### src/rtl/apc_pkg.sv
package apc_pkg;

  typedef enum logic [2:0] {
    ST_IDLE = 3'd0,
    ST_CMD  = 3'd1,
    ST_CDB  = 3'd2,
    ST_DIN  = 3'd3,
    ST_DOUT = 3'd4,
    ST_DMA  = 3'd5
  } phase_t;

  typedef enum logic [2:0] {
    AC_NONE  = 3'd0,
    AC_CDB   = 3'd1,
    AC_IN    = 3'd2,
    AC_OUT   = 3'd3,
    AC_IDLEW = 3'd4,
    AC_DONE  = 3'd5,
    AC_DONEX = 3'd6,
    AC_UNK   = 3'd7
  } act_t;

  localparam int EV_W = 3;

  // phase event codes, {IO, CoD, DRQ}
  localparam logic [EV_W-1:0] EV_NOREASON = 3'd0;
  localparam logic [EV_W-1:0] EV_TO_DEV   = 3'd1;
  localparam logic [EV_W-1:0] EV_QUIET    = 3'd2;
  localparam logic [EV_W-1:0] EV_PACKET   = 3'd3;
  localparam logic [EV_W-1:0] EV_QUIET_IO = 3'd4;
  localparam logic [EV_W-1:0] EV_FROM_DEV = 3'd5;
  localparam logic [EV_W-1:0] EV_STATUS   = 3'd6;
  localparam logic [EV_W-1:0] EV_RESERVED = 3'd7;

  typedef struct packed {
    act_t   act;
    phase_t nxt;
  } lookup_t;

  function automatic logic [EV_W-1:0] make_event(input logic io, input logic cod,
                                                 input logic drq);
    return {io, cod, drq};
  endfunction

  function automatic logic status_fault(input logic df, input logic err);
    return df | err;
  endfunction

  function automatic lookup_t mk(input act_t a, input phase_t n);
    lookup_t r;
    r.act = a;
    r.nxt = n;
    return r;
  endfunction

  function automatic lookup_t phase_lookup(input phase_t s, input logic [EV_W-1:0] ev);
    lookup_t r;
    r = mk(AC_NONE, s);
    unique case (s)
      ST_CMD: begin
        if (ev == EV_PACKET)      r = mk(AC_CDB, ST_CDB);
        else if (ev == EV_STATUS) r = mk(AC_DONE, ST_IDLE);
        else                      r = mk(AC_UNK, ST_CMD);
      end
      ST_CDB: begin
        unique case (ev)
          EV_NOREASON: r = mk(AC_DONEX, ST_IDLE);
          EV_TO_DEV:   r = mk(AC_OUT, ST_DOUT);
          EV_FROM_DEV: r = mk(AC_IN, ST_DIN);
          EV_STATUS:   r = mk(AC_DONE, ST_IDLE);
          EV_RESERVED: r = mk(AC_UNK, ST_CDB);
          default:     r = mk(AC_NONE, ST_CDB);
        endcase
      end
      ST_DIN: begin
        unique case (ev)
          EV_NOREASON:           r = mk(AC_DONEX, ST_IDLE);
          EV_FROM_DEV:           r = mk(AC_IN, ST_DIN);
          EV_QUIET, EV_QUIET_IO: r = mk(AC_IDLEW, ST_DIN);
          EV_STATUS:             r = mk(AC_DONE, ST_IDLE);
          default:               r = mk(AC_UNK, ST_DIN);
        endcase
      end
      ST_DOUT: begin
        unique case (ev)
          EV_NOREASON:           r = mk(AC_DONEX, ST_IDLE);
          EV_TO_DEV:             r = mk(AC_OUT, ST_DOUT);
          EV_QUIET, EV_QUIET_IO: r = mk(AC_IDLEW, ST_DOUT);
          EV_STATUS:             r = mk(AC_DONE, ST_IDLE);
          default:               r = mk(AC_UNK, ST_DOUT);
        endcase
      end
      ST_DMA: begin
        if (ev == EV_NOREASON)    r = mk(AC_DONEX, ST_IDLE);
        else if (ev == EV_STATUS) r = mk(AC_DONE, ST_IDLE);
        else                      r = mk(AC_UNK, ST_DMA);
      end
      default: r = mk(AC_NONE, ST_IDLE);
    endcase
    return r;
  endfunction

endpackage

### src/rtl/apc_event_decode.sv
module apc_event_decode
  import apc_pkg::*;
#(
  parameter int STAT_W  = 8,
  parameter int REAS_W  = 8,
  parameter int BSY_BIT = 7,
  parameter int DF_BIT  = 5,
  parameter int DRQ_BIT = 3,
  parameter int ERR_BIT = 0,
  parameter int COD_BIT = 0,
  parameter int IO_BIT  = 1
) (
  input  logic [STAT_W-1:0] dev_status,
  input  logic [REAS_W-1:0] irq_reason,
  output logic [EV_W-1:0]   ev_code,
  output logic              ev_busy,
  output logic              ev_fault
);

  logic unused_bits;

  assign ev_code  = make_event(irq_reason[IO_BIT], irq_reason[COD_BIT], dev_status[DRQ_BIT]);
  assign ev_busy  = dev_status[BSY_BIT];
  assign ev_fault = status_fault(dev_status[DF_BIT], dev_status[ERR_BIT]);

  assign unused_bits = ^{dev_status, irq_reason};

endmodule

### src/rtl/apc_phase_table.sv
module apc_phase_table
  import apc_pkg::*;
(
  input  phase_t          cur,
  input  logic [EV_W-1:0] ev,
  output act_t            act,
  output phase_t          nxt
);

  lookup_t hit;

  always_comb begin
    hit = phase_lookup(cur, ev);
    act = hit.act;
    nxt = hit.nxt;
  end

endmodule

### src/rtl/apc_once_flags.sv
module apc_once_flags #(
  parameter int N = 2
) (
  input  logic         clk,
  input  logic         rst,
  input  logic [N-1:0] hit,
  output logic [N-1:0] first
);

  logic [N-1:0] seen;

  for (genvar g = 0; g < N; g++) begin : g_flag
    assign first[g] = hit[g] & ~seen[g];
    always_ff @(posedge clk) begin
      if (rst)         seen[g] <= 1'b0;
      else if (hit[g]) seen[g] <= 1'b1;
    end
  end

endmodule

### src/rtl/apc_sequencer.sv
module apc_sequencer
  import apc_pkg::*;
(
  input  logic   clk,
  input  logic   rst,
  input  logic   start_req,
  input  logic   start_rd,
  input  logic   start_wr,
  input  logic   start_dma,
  input  logic   irq_valid,
  input  logic   ev_busy,
  input  logic   ev_fault,
  input  logic   xfer_fault,
  input  act_t   lk_act,
  input  phase_t lk_nxt,
  input  logic   first_idle,
  input  logic   first_rex,
  output logic   hit_idle,
  output logic   hit_rex,
  output phase_t phase_q,
  output logic   pend_q,
  output logic   start_ack,
  output logic   start_busy,
  output logic   cdb_send,
  output logic   data_in_go,
  output logic   data_out_go,
  output logic   dma_go,
  output logic   dma_halt,
  output logic   cmd_done,
  output logic   cmd_err,
  output logic   resid_clear,
  output logic   warn_bogus_drq,
  output logic   warn_bad_reason,
  output logic   warn_dir,
  output logic   warn_unknown
);

  logic cmd_rd, cmd_wr, cmd_dma;
  logic pend_err, pend_rz;
  logic irq_take;
  logic can_start;

  assign can_start = (phase_q == ST_IDLE) && !pend_q;
  assign irq_take  = irq_valid && !ev_busy && (phase_q != ST_IDLE) && !pend_q;
  assign hit_idle  = irq_take && (lk_act == AC_IDLEW);
  assign hit_rex   = irq_take && (lk_act == AC_DONEX);

  always_ff @(posedge clk) begin
    if (rst) begin
      phase_q         <= ST_IDLE;
      pend_q          <= 1'b0;
      pend_err        <= 1'b0;
      pend_rz         <= 1'b0;
      cmd_rd          <= 1'b0;
      cmd_wr          <= 1'b0;
      cmd_dma         <= 1'b0;
      start_ack       <= 1'b0;
      start_busy      <= 1'b0;
      cdb_send        <= 1'b0;
      data_in_go      <= 1'b0;
      data_out_go     <= 1'b0;
      dma_go          <= 1'b0;
      dma_halt        <= 1'b0;
      cmd_done        <= 1'b0;
      cmd_err         <= 1'b0;
      resid_clear     <= 1'b0;
      warn_bogus_drq  <= 1'b0;
      warn_bad_reason <= 1'b0;
      warn_dir        <= 1'b0;
      warn_unknown    <= 1'b0;
    end else begin
      start_ack       <= 1'b0;
      start_busy      <= 1'b0;
      cdb_send        <= 1'b0;
      data_in_go      <= 1'b0;
      data_out_go     <= 1'b0;
      dma_go          <= 1'b0;
      dma_halt        <= 1'b0;
      cmd_done        <= 1'b0;
      cmd_err         <= 1'b0;
      resid_clear     <= 1'b0;
      warn_bogus_drq  <= first_idle;
      warn_bad_reason <= first_rex;
      warn_dir        <= 1'b0;
      warn_unknown    <= 1'b0;

      // second half of a DMA completion: halt went out last cycle
      if (pend_q) begin
        pend_q      <= 1'b0;
        cmd_done    <= 1'b1;
        cmd_err     <= pend_err;
        resid_clear <= pend_rz;
      end

      if (start_req) begin
        if (can_start) begin
          phase_q   <= ST_CMD;
          start_ack <= 1'b1;
          cmd_rd    <= start_rd;
          cmd_wr    <= start_wr;
          cmd_dma   <= start_dma;
        end else begin
          start_busy <= 1'b1;
        end
      end

      if (irq_take) begin
        phase_q <= lk_nxt;
        unique case (lk_act)
          AC_CDB: begin
            cdb_send <= 1'b1;
            if (cmd_dma) begin
              dma_go  <= 1'b1;
              phase_q <= ST_DMA;
            end
          end
          AC_IN: begin
            if (cmd_rd) data_in_go <= 1'b1;
            else        warn_dir   <= 1'b1;
          end
          AC_OUT: begin
            if (cmd_wr) data_out_go <= 1'b1;
            else        warn_dir    <= 1'b1;
          end
          AC_DONE, AC_DONEX: begin
            if (phase_q == ST_DMA) begin
              dma_halt <= 1'b1;
              pend_q   <= 1'b1;
              pend_err <= ev_fault;
              pend_rz  <= !xfer_fault;
            end else begin
              cmd_done <= 1'b1;
              cmd_err  <= ev_fault;
            end
          end
          AC_UNK:  warn_unknown <= 1'b1;
          default: ;
        endcase
      end
    end
  end

endmodule

### src/rtl/atapi_phase_ctrl.sv
module atapi_phase_ctrl
  import apc_pkg::*;
#(
  parameter int STAT_W  = 8,
  parameter int REAS_W  = 8,
  parameter int BSY_BIT = 7,
  parameter int DF_BIT  = 5,
  parameter int DRQ_BIT = 3,
  parameter int ERR_BIT = 0,
  parameter int COD_BIT = 0,
  parameter int IO_BIT  = 1
) (
  input  logic              clk,
  input  logic              rst,
  input  logic              start_req,
  input  logic              start_rd,
  input  logic              start_wr,
  input  logic              start_dma,
  output logic              start_ack,
  output logic              start_busy,
  input  logic              irq_valid,
  input  logic [STAT_W-1:0] dev_status,
  input  logic [REAS_W-1:0] irq_reason,
  input  logic              xfer_fault,
  output logic              cdb_send,
  output logic              data_in_go,
  output logic              data_out_go,
  output logic              dma_go,
  output logic              dma_halt,
  output logic              cmd_done,
  output logic              cmd_err,
  output logic              resid_clear,
  output logic              warn_bogus_drq,
  output logic              warn_bad_reason,
  output logic              warn_dir,
  output logic              warn_unknown,
  output logic [2:0]        phase
);

  localparam int N_ONCE = 2;

  logic [EV_W-1:0]   ev_code;
  logic              ev_busy;
  logic              ev_fault;
  act_t              lk_act;
  phase_t            lk_nxt;
  phase_t            phase_q;
  logic              pend_q;
  logic              hit_idle, hit_rex;
  logic [N_ONCE-1:0] once_first;

  apc_event_decode #(
    .STAT_W(STAT_W), .REAS_W(REAS_W), .BSY_BIT(BSY_BIT), .DF_BIT(DF_BIT),
    .DRQ_BIT(DRQ_BIT), .ERR_BIT(ERR_BIT), .COD_BIT(COD_BIT), .IO_BIT(IO_BIT)
  ) u_dec (
    .dev_status(dev_status),
    .irq_reason(irq_reason),
    .ev_code   (ev_code),
    .ev_busy   (ev_busy),
    .ev_fault  (ev_fault)
  );

  apc_phase_table u_tbl (
    .cur(phase_q),
    .ev (ev_code),
    .act(lk_act),
    .nxt(lk_nxt)
  );

  apc_once_flags #(.N(N_ONCE)) u_once (
    .clk  (clk),
    .rst  (rst),
    .hit  ({hit_rex, hit_idle}),
    .first(once_first)
  );

  apc_sequencer u_seq (
    .clk            (clk),
    .rst            (rst),
    .start_req      (start_req),
    .start_rd       (start_rd),
    .start_wr       (start_wr),
    .start_dma      (start_dma),
    .irq_valid      (irq_valid),
    .ev_busy        (ev_busy),
    .ev_fault       (ev_fault),
    .xfer_fault     (xfer_fault),
    .lk_act         (lk_act),
    .lk_nxt         (lk_nxt),
    .first_idle     (once_first[0]),
    .first_rex      (once_first[1]),
    .hit_idle       (hit_idle),
    .hit_rex        (hit_rex),
    .phase_q        (phase_q),
    .pend_q         (pend_q),
    .start_ack      (start_ack),
    .start_busy     (start_busy),
    .cdb_send       (cdb_send),
    .data_in_go     (data_in_go),
    .data_out_go    (data_out_go),
    .dma_go         (dma_go),
    .dma_halt       (dma_halt),
    .cmd_done       (cmd_done),
    .cmd_err        (cmd_err),
    .resid_clear    (resid_clear),
    .warn_bogus_drq (warn_bogus_drq),
    .warn_bad_reason(warn_bad_reason),
    .warn_dir       (warn_dir),
    .warn_unknown   (warn_unknown)
  );

  assign phase = phase_q;

endmodule

### config.mk
export PLATFORM = sky130hd
export DESIGN_NAME = atapi_phase_ctrl
export DESIGN_NICKNAME = d
export VERILOG_FILES = /design/src/rtl/apc_pkg.sv /design/src/rtl/apc_event_decode.sv /design/src/rtl/apc_phase_table.sv /design/src/rtl/apc_once_flags.sv /design/src/rtl/apc_sequencer.sv /design/src/rtl/atapi_phase_ctrl.sv
export SDC_FILE = /design/constraint.sdc
export NUM_CORES = 1
export LEC_CHECK = 0
export ABC_AREA = 1
export BUFFER_PORTS_ARGS = -buffer_cell sky130_fd_sc_hd__buf_2
export CAP_MARGIN = 5
export CORE_MARGIN = 2
export CORE_UTILIZATION = 53
export DETAILED_ROUTE_END_ITERATION = 8
export PLACE_DENSITY = 0.83
export SETUP_SLACK_MARGIN = 0.02
export SYNTH_ARGS = -nofsm -noshare
export SYNTH_HDL_FRONTEND = slang
export SYNTH_SLANG_ARGS = --single-unit
### constraint.sdc
create_clock -name clk -period 3.7 [get_ports clk]
set_input_delay 0.37 -clock clk [delete_from_list [all_inputs] [get_ports clk]]
set_output_delay 0.37 -clock clk [all_outputs]
set_load 0.02 [all_outputs]
=== Word level (Yosys, flattened, before mapping) ===
Cells that the tools add are included.

* Output and inout bits: 17
* Word-level logic and storage cells: 111
* Register bits: 24

* Eq/ne operators: 19
* Reduce and logical (&&, ||, !) cells: 26
* Bitwise logic cells: 12
* Muxes and demuxes: 32

{| class="wikitable"
|+ Operators with widths
! operator !! number
|-
| one-hot mux 6 bit (5 select lines) || 2
|-
| one-hot mux 6 bit (4 select lines) || 2
|-
| equality test 3 bit (second input constant) || 10
|-
| equality test 3 x 2 -> 1 bit (second input constant) || 6
|-
| two-way mux 1 bit || 18
|-
| two-way mux 3 bit || 5
|-
| two-way mux 6 bit || 2
|-
| OR reduction 3 bit || 4
|-
| two-way mux 5 bit || 2
|-
| OR reduction 2 bit || 5
|-
| equality test 3 x 1 -> 1 bit (second input constant) || 3
|-
| inverter 1 bit || 9
|-
| logical AND 1 bit || 6
|-
| zero test 3 bit || 2
|-
| AND reduction 2 bit || 2
|-
| nonzero test 2 bit || 2
|-
| zero test 1 bit || 3
|-
| AND reduction 3 bit || 1
|-
| nonzero test 3 bit || 1
|-
| bitwise AND 1 bit || 2
|-
| one-hot mux 1 bit (2 select lines) || 1
|-
| OR 1 bit || 1
|}

=== Logic depth before layout (Yosys ltp) ===
* Word-level depth: 8
* Gate-level depth with buffers: 14
* Mapped depth without buffers: 13

=== Modules after synthesis ===
A second synthesis with hierarchy kept.

* Cell total of the unflattened synthesis: 187
* Area, all modules: 1273.7 µm²

{| class="wikitable"
|+ Modules (own cells, without submodules)
! module !! sequential area each (µm²) !! cells an instance !! area each (µm²) !! instances
|-
| apc_sequencer || 440.4 || 109 || 894.6 || 1
|-
| apc_phase_table || 0.0 || 61 || 267.8 || 1
|-
| apc_once_flags || 40.0 || 10 || 70.1 || 1
|-
| apc_event_decode || 0.0 || 7 || 41.3 || 1
|}

=== Worst setup path after synthesis ===
OpenSTA, ideal clock, no wires.

* Path type: register to register
* Start: register u_seq.phase_q[1]
* End: register u_seq.pend_err
* Cell stages (with the launch flop): 14
* Buffers on the path: 1
* Library setup time: 0.064 ns
* Slack: 2.179 ns
* Required time: 3.636 ns
* Arrival time: 1.458 ns
* Cells stage by stage: dfxtp_1 buf_4 inv_2 nand2_1 nor2_4 nand2_2 nand3_1 nor2_2 nand2_2 nand2_4 nand3_2 nand2_1 inv_1 nor2_1

* Cells in the longest elaborated chain, start to end: 5
* Elaborated cells between the ends (all ways): 13
* Those cells by class: eq/ne: 7; mux: 1; reduce/logical: 5

{| class="wikitable"
|+ Ends and longest elaborated chain
! element !! line !! text
|-
| start: declaration || apc_sequencer.sv:20 || <nowiki>output phase_t phase_q,</nowiki>
|-
| start signal: assignment || apc_sequencer.sv:108 || <nowiki>phase_q <= lk_nxt;</nowiki>
|-
| equality test 3 bit (tied with other cells) || apc_pkg.sv:59, apc_sequencer.sv:126 ||
|-
| one-hot mux 6 bit (5 select lines) || apc_pkg.sv:59 || <nowiki>unique case (s)</nowiki>
|-
| equality test 3 bit || apc_sequencer.sv:109 || <nowiki>unique case (lk_act)</nowiki>
|-
| OR reduction 2 bit || apc_sequencer.sv:109 ||
|-
| AND reduction 3 bit (no line) (*) || n/a ||
|-
| end signal: assignment || apc_sequencer.sv:129 || <nowiki>pend_err <= ev_fault;</nowiki>
|-
| end: declaration || apc_sequencer.sv:39 || <nowiki>logic pend_err, pend_rz;</nowiki>
|}

Mark *: on every way between the ends. The rest lies on a longest branch, timed or not.
A chain may end at the register's enable or synchronous reset.

=== Worst setup path after layout ===
* Start: register u_seq.phase_q[1]
* End: register u_seq.warn_unknown

* Cells in the longest elaborated chain, start to end: 5
* Elaborated cells between the ends (all ways): 13
* Those cells by class: eq/ne: 6; mux: 2; bitwise: 1; reduce/logical: 4

{| class="wikitable"
|+ Ends and longest elaborated chain
! element !! line !! text
|-
| parallel branches: the longest is 5 deep, another holds one-hot mux 6 bit (5 select lines) || n/a ||
|-
| end signal: assignment || apc_sequencer.sv:70 || <nowiki>warn_unknown <= 1'b0;</nowiki>
|-
| end signal: assignment || apc_sequencer.sv:85 || <nowiki>warn_unknown <= 1'b0;</nowiki>
|-
| end signal: assignment || apc_sequencer.sv:136 || <nowiki>AC_UNK: warn_unknown <= 1'b1;</nowiki>
|-
| end: declaration || apc_sequencer.sv:35 || <nowiki>output logic warn_unknown</nowiki>
|}

Parallel ways; which one is timed is not known.

==> impl_metrics.json <==
{
  "finalSetupTns_ns": 0,
  "grt_pass1_vias": 1177,
  "outcome": "complete, no violations",
  "clkPwrFrac": 0.347,
  "dp.final_hpwl_um": 2260,
  "timing.final.crit_share": 0.474,
  "crit_type": "reg2reg",
  "setup_viol": 0,
  "switchingPower_mw": 0.149,
  "slew_violations": 0,
  "sequentialPowerShare": 0.490,
  "tritoncts": "yes",
  "final_hold_viol_count": 0,
  "antenna_found_initial": 0,
  "ys_warn_count": 0,
  "rows": 17,
  "max_flop_register": "u_seq.phase_q",
  "numClockSinks": 24,
  "async_reset_ff_frac": 0,
  "hold_depth": 3,
  "drc": 0,
  "cp-start-kind": "register",
  "rsz0062_at_grt": "no",
  "finalNetCount": 244,
  "leakage_nw": 0.758,
  "synth.most_common_cell": "nand2_1",
  "final_util": 0.663,
  "drt_iter0_drc": 30,
  "cp.arrival_ns": 1.97,
  "ys_types": 21,
  "maxCapViolations": 0,
  "clock_latency_ns": 0.32,
  "postCtsSetupBuffers": 0,
  "cp.required_ns": 3.92,
  "ant_nets": 0,
  "reg2reg_depth": 6,
  "wl_um": 2930,
  "yosysTopAreaCell": "dfxtp_1",
  "synth_top_area_frac": 0.384,
  "cts-htree-levels": 1,
  "syn_nets": 211,
  "wl_per_cell_um": 11.9,
  "relSlewSlack": 0.755,
  "drive_above_1_share": 0.251,
  "power_frac_comb": 0.163,
  "setup.worst_path.end_class": "register",
  "numPortBuffers": 30,
  "core_sq_um": 2210,
  "antennaDiodeCount": 0,
  "fp.dieW_um": 52.6,
  "largest_reg_flops": 3,
  "internal-power_mw": 0.402,
  "area_delta_synth_final_pct": 17.3,
  "synth_seq_cells": 24,
  "top_regs": "u_seq.phase_q x3, u_once.seen x2",
  "worst_pin_slew_ns": 0.368,
  "pwr_density_cell_nw_per_um2": 375,
  "timing.final.crit_period_ns": 1.76,
  "grt_pass1_wl_um": 5060,
  "start_util": 0.566,
  "fp.dieH_um": 52.6,
  "fmax_ghz": 0.570,
  "synth_commonest_cells": "48 x nand2_1, 25 x inv_1, 24 x dfxtp_1",
  "grt_util_all_layers": 0.246,
  "hold_path.class": "in2reg",
  "seq_area_frac_synth": 0.384,
  "clkTransAtPathRegs_ns": 0.14,
  "hold_buffers": 0,
  "cts_inserted_buffers": 3,
  "postSynthAreaPerCell_sq_um": 6.69,
  "dieArea_sq_um": 2770,
  "grt_overflow": 0,
  "synthCells": 187,
  "netlist_top_cells_area": "dfxtp_1 38%, nand2_1 14%, inv_1 7.5%",
  "root_buffer": "clkbuf_4",
  "viasPerCell": 5.21,
  "crit_fanout": 9,
  "gp_congestion": 0.951,
  "synth_edf_count": 0,
  "finalClockSkew_ns": 0.00667,
  "total_power_mw": 0.550,
  "clockBufferDepth": 2,
  "firstDrtPassIters": 4,
  "pin_count": 41,
  "synth_area_sq_um": 1250,
  "hold_slack_ns": 0.294,
  "postCtsResizedCells": 0,
  "switching_share": 0.270,
  "synthFlopType": "dfxtp_1",
  "max-vdd-ir-drop_mv": 0.253,
  "multi_input_area_sq_um": 637,
  "fill_cells": 214,
  "regArea_sq_um": 480,
  "grt_max_degree": 15,
  "vias": 1288
}
## power by group through the flow
stage	clock network [mW]	logic (mW)	registers, mW
floorplan	0	0.0595	0.278
global placement	0	0.0854	0.275
detailed placement	0	0.0882	0.275
CTS	0.192	0.0888	0.269
global route	0.203	0.101	0.271
finish	0.191	0.0898	0.270
## layout make-up
class / instances / area share
clock buffers: 3 / 0.0153
clock inverters: 1 / 0.0205
inverters: 30 / 0.0767
multi-input cells: 131 / 0.434
flip-flops and latches: 24 / 0.327
well taps: 28 / 0.0239
repair buffers: 30 / 0.102
## critical path, cell delays in order (launching register included)
cell and delay, ns:
dfxtp_1 0.57, nor2_1 0.15, nand2_1 0.16, nand3_2 0.18, inv_1 0.12, nand2_1 0.13, nor4_1 0.35
## through the flow
stage          std cells  instance area, sq um  worst slack (ns)
2_1_floorplan        187                  1250              2.18
3_3_place_gp         243                  1420              2.04
3_5_place_dp         243                  1420              1.95
4_1_cts              247                  1470              1.94
5_1_grt              247                  1470              1.79
6_report             247                  1470              1.94
## cells in the final DEF (no fill, tap or decap)
cell and n:
nand3_2 3, o22ai_1 2, nand2_1 48, bufinv_16 1, o211ai_1 2, inv_1 25
a21oi_1 10, nor2_4 3, nand2_4 2, dfxtp_1 24, o21ai_0 8, buf_2 30
nand3_1 11, nor2_2 4, nand4_1 4, inv_2 5, nand2_2 4, clkbuf_4 3
nor4_1 1, nor2_1 23, nor3_1 4, o21ai_1 2
## cell families after synthesis
group,after synthesis,share of synthesized area
flip-flops,24,0.384
AO/OA/AOI/OAI,24,0.102
buffers and inverters,32,0.107
AND/OR/NAND/NOR,107,0.407
## per-layer routing
metal,global-route usage,part of all wire,vias up
met5,0,0,-
met4,0.0983,0.016,0
met3,0.0457,0.054,7
met2,0.410,0.48,43
met1,0.311,0.45,584
li1,-,-,654
## worst paths after layout
| kind | start | to | slack [ns] |
|---|---|---|---|
| worst max register to register | u_seq.phase_q[1] | u_seq.warn_unknown | 1.94 |
| worst min-delay path | start_req | u_seq.start_busy | 0.29 |
| worst max-delay path | u_seq.phase_q[1] | u_seq.warn_unknown | 1.94 |
| worst min register to register | u_once.seen[1] | u_seq.warn_bad_reason | 0.43 |
(Power assumes the default switching activity.)
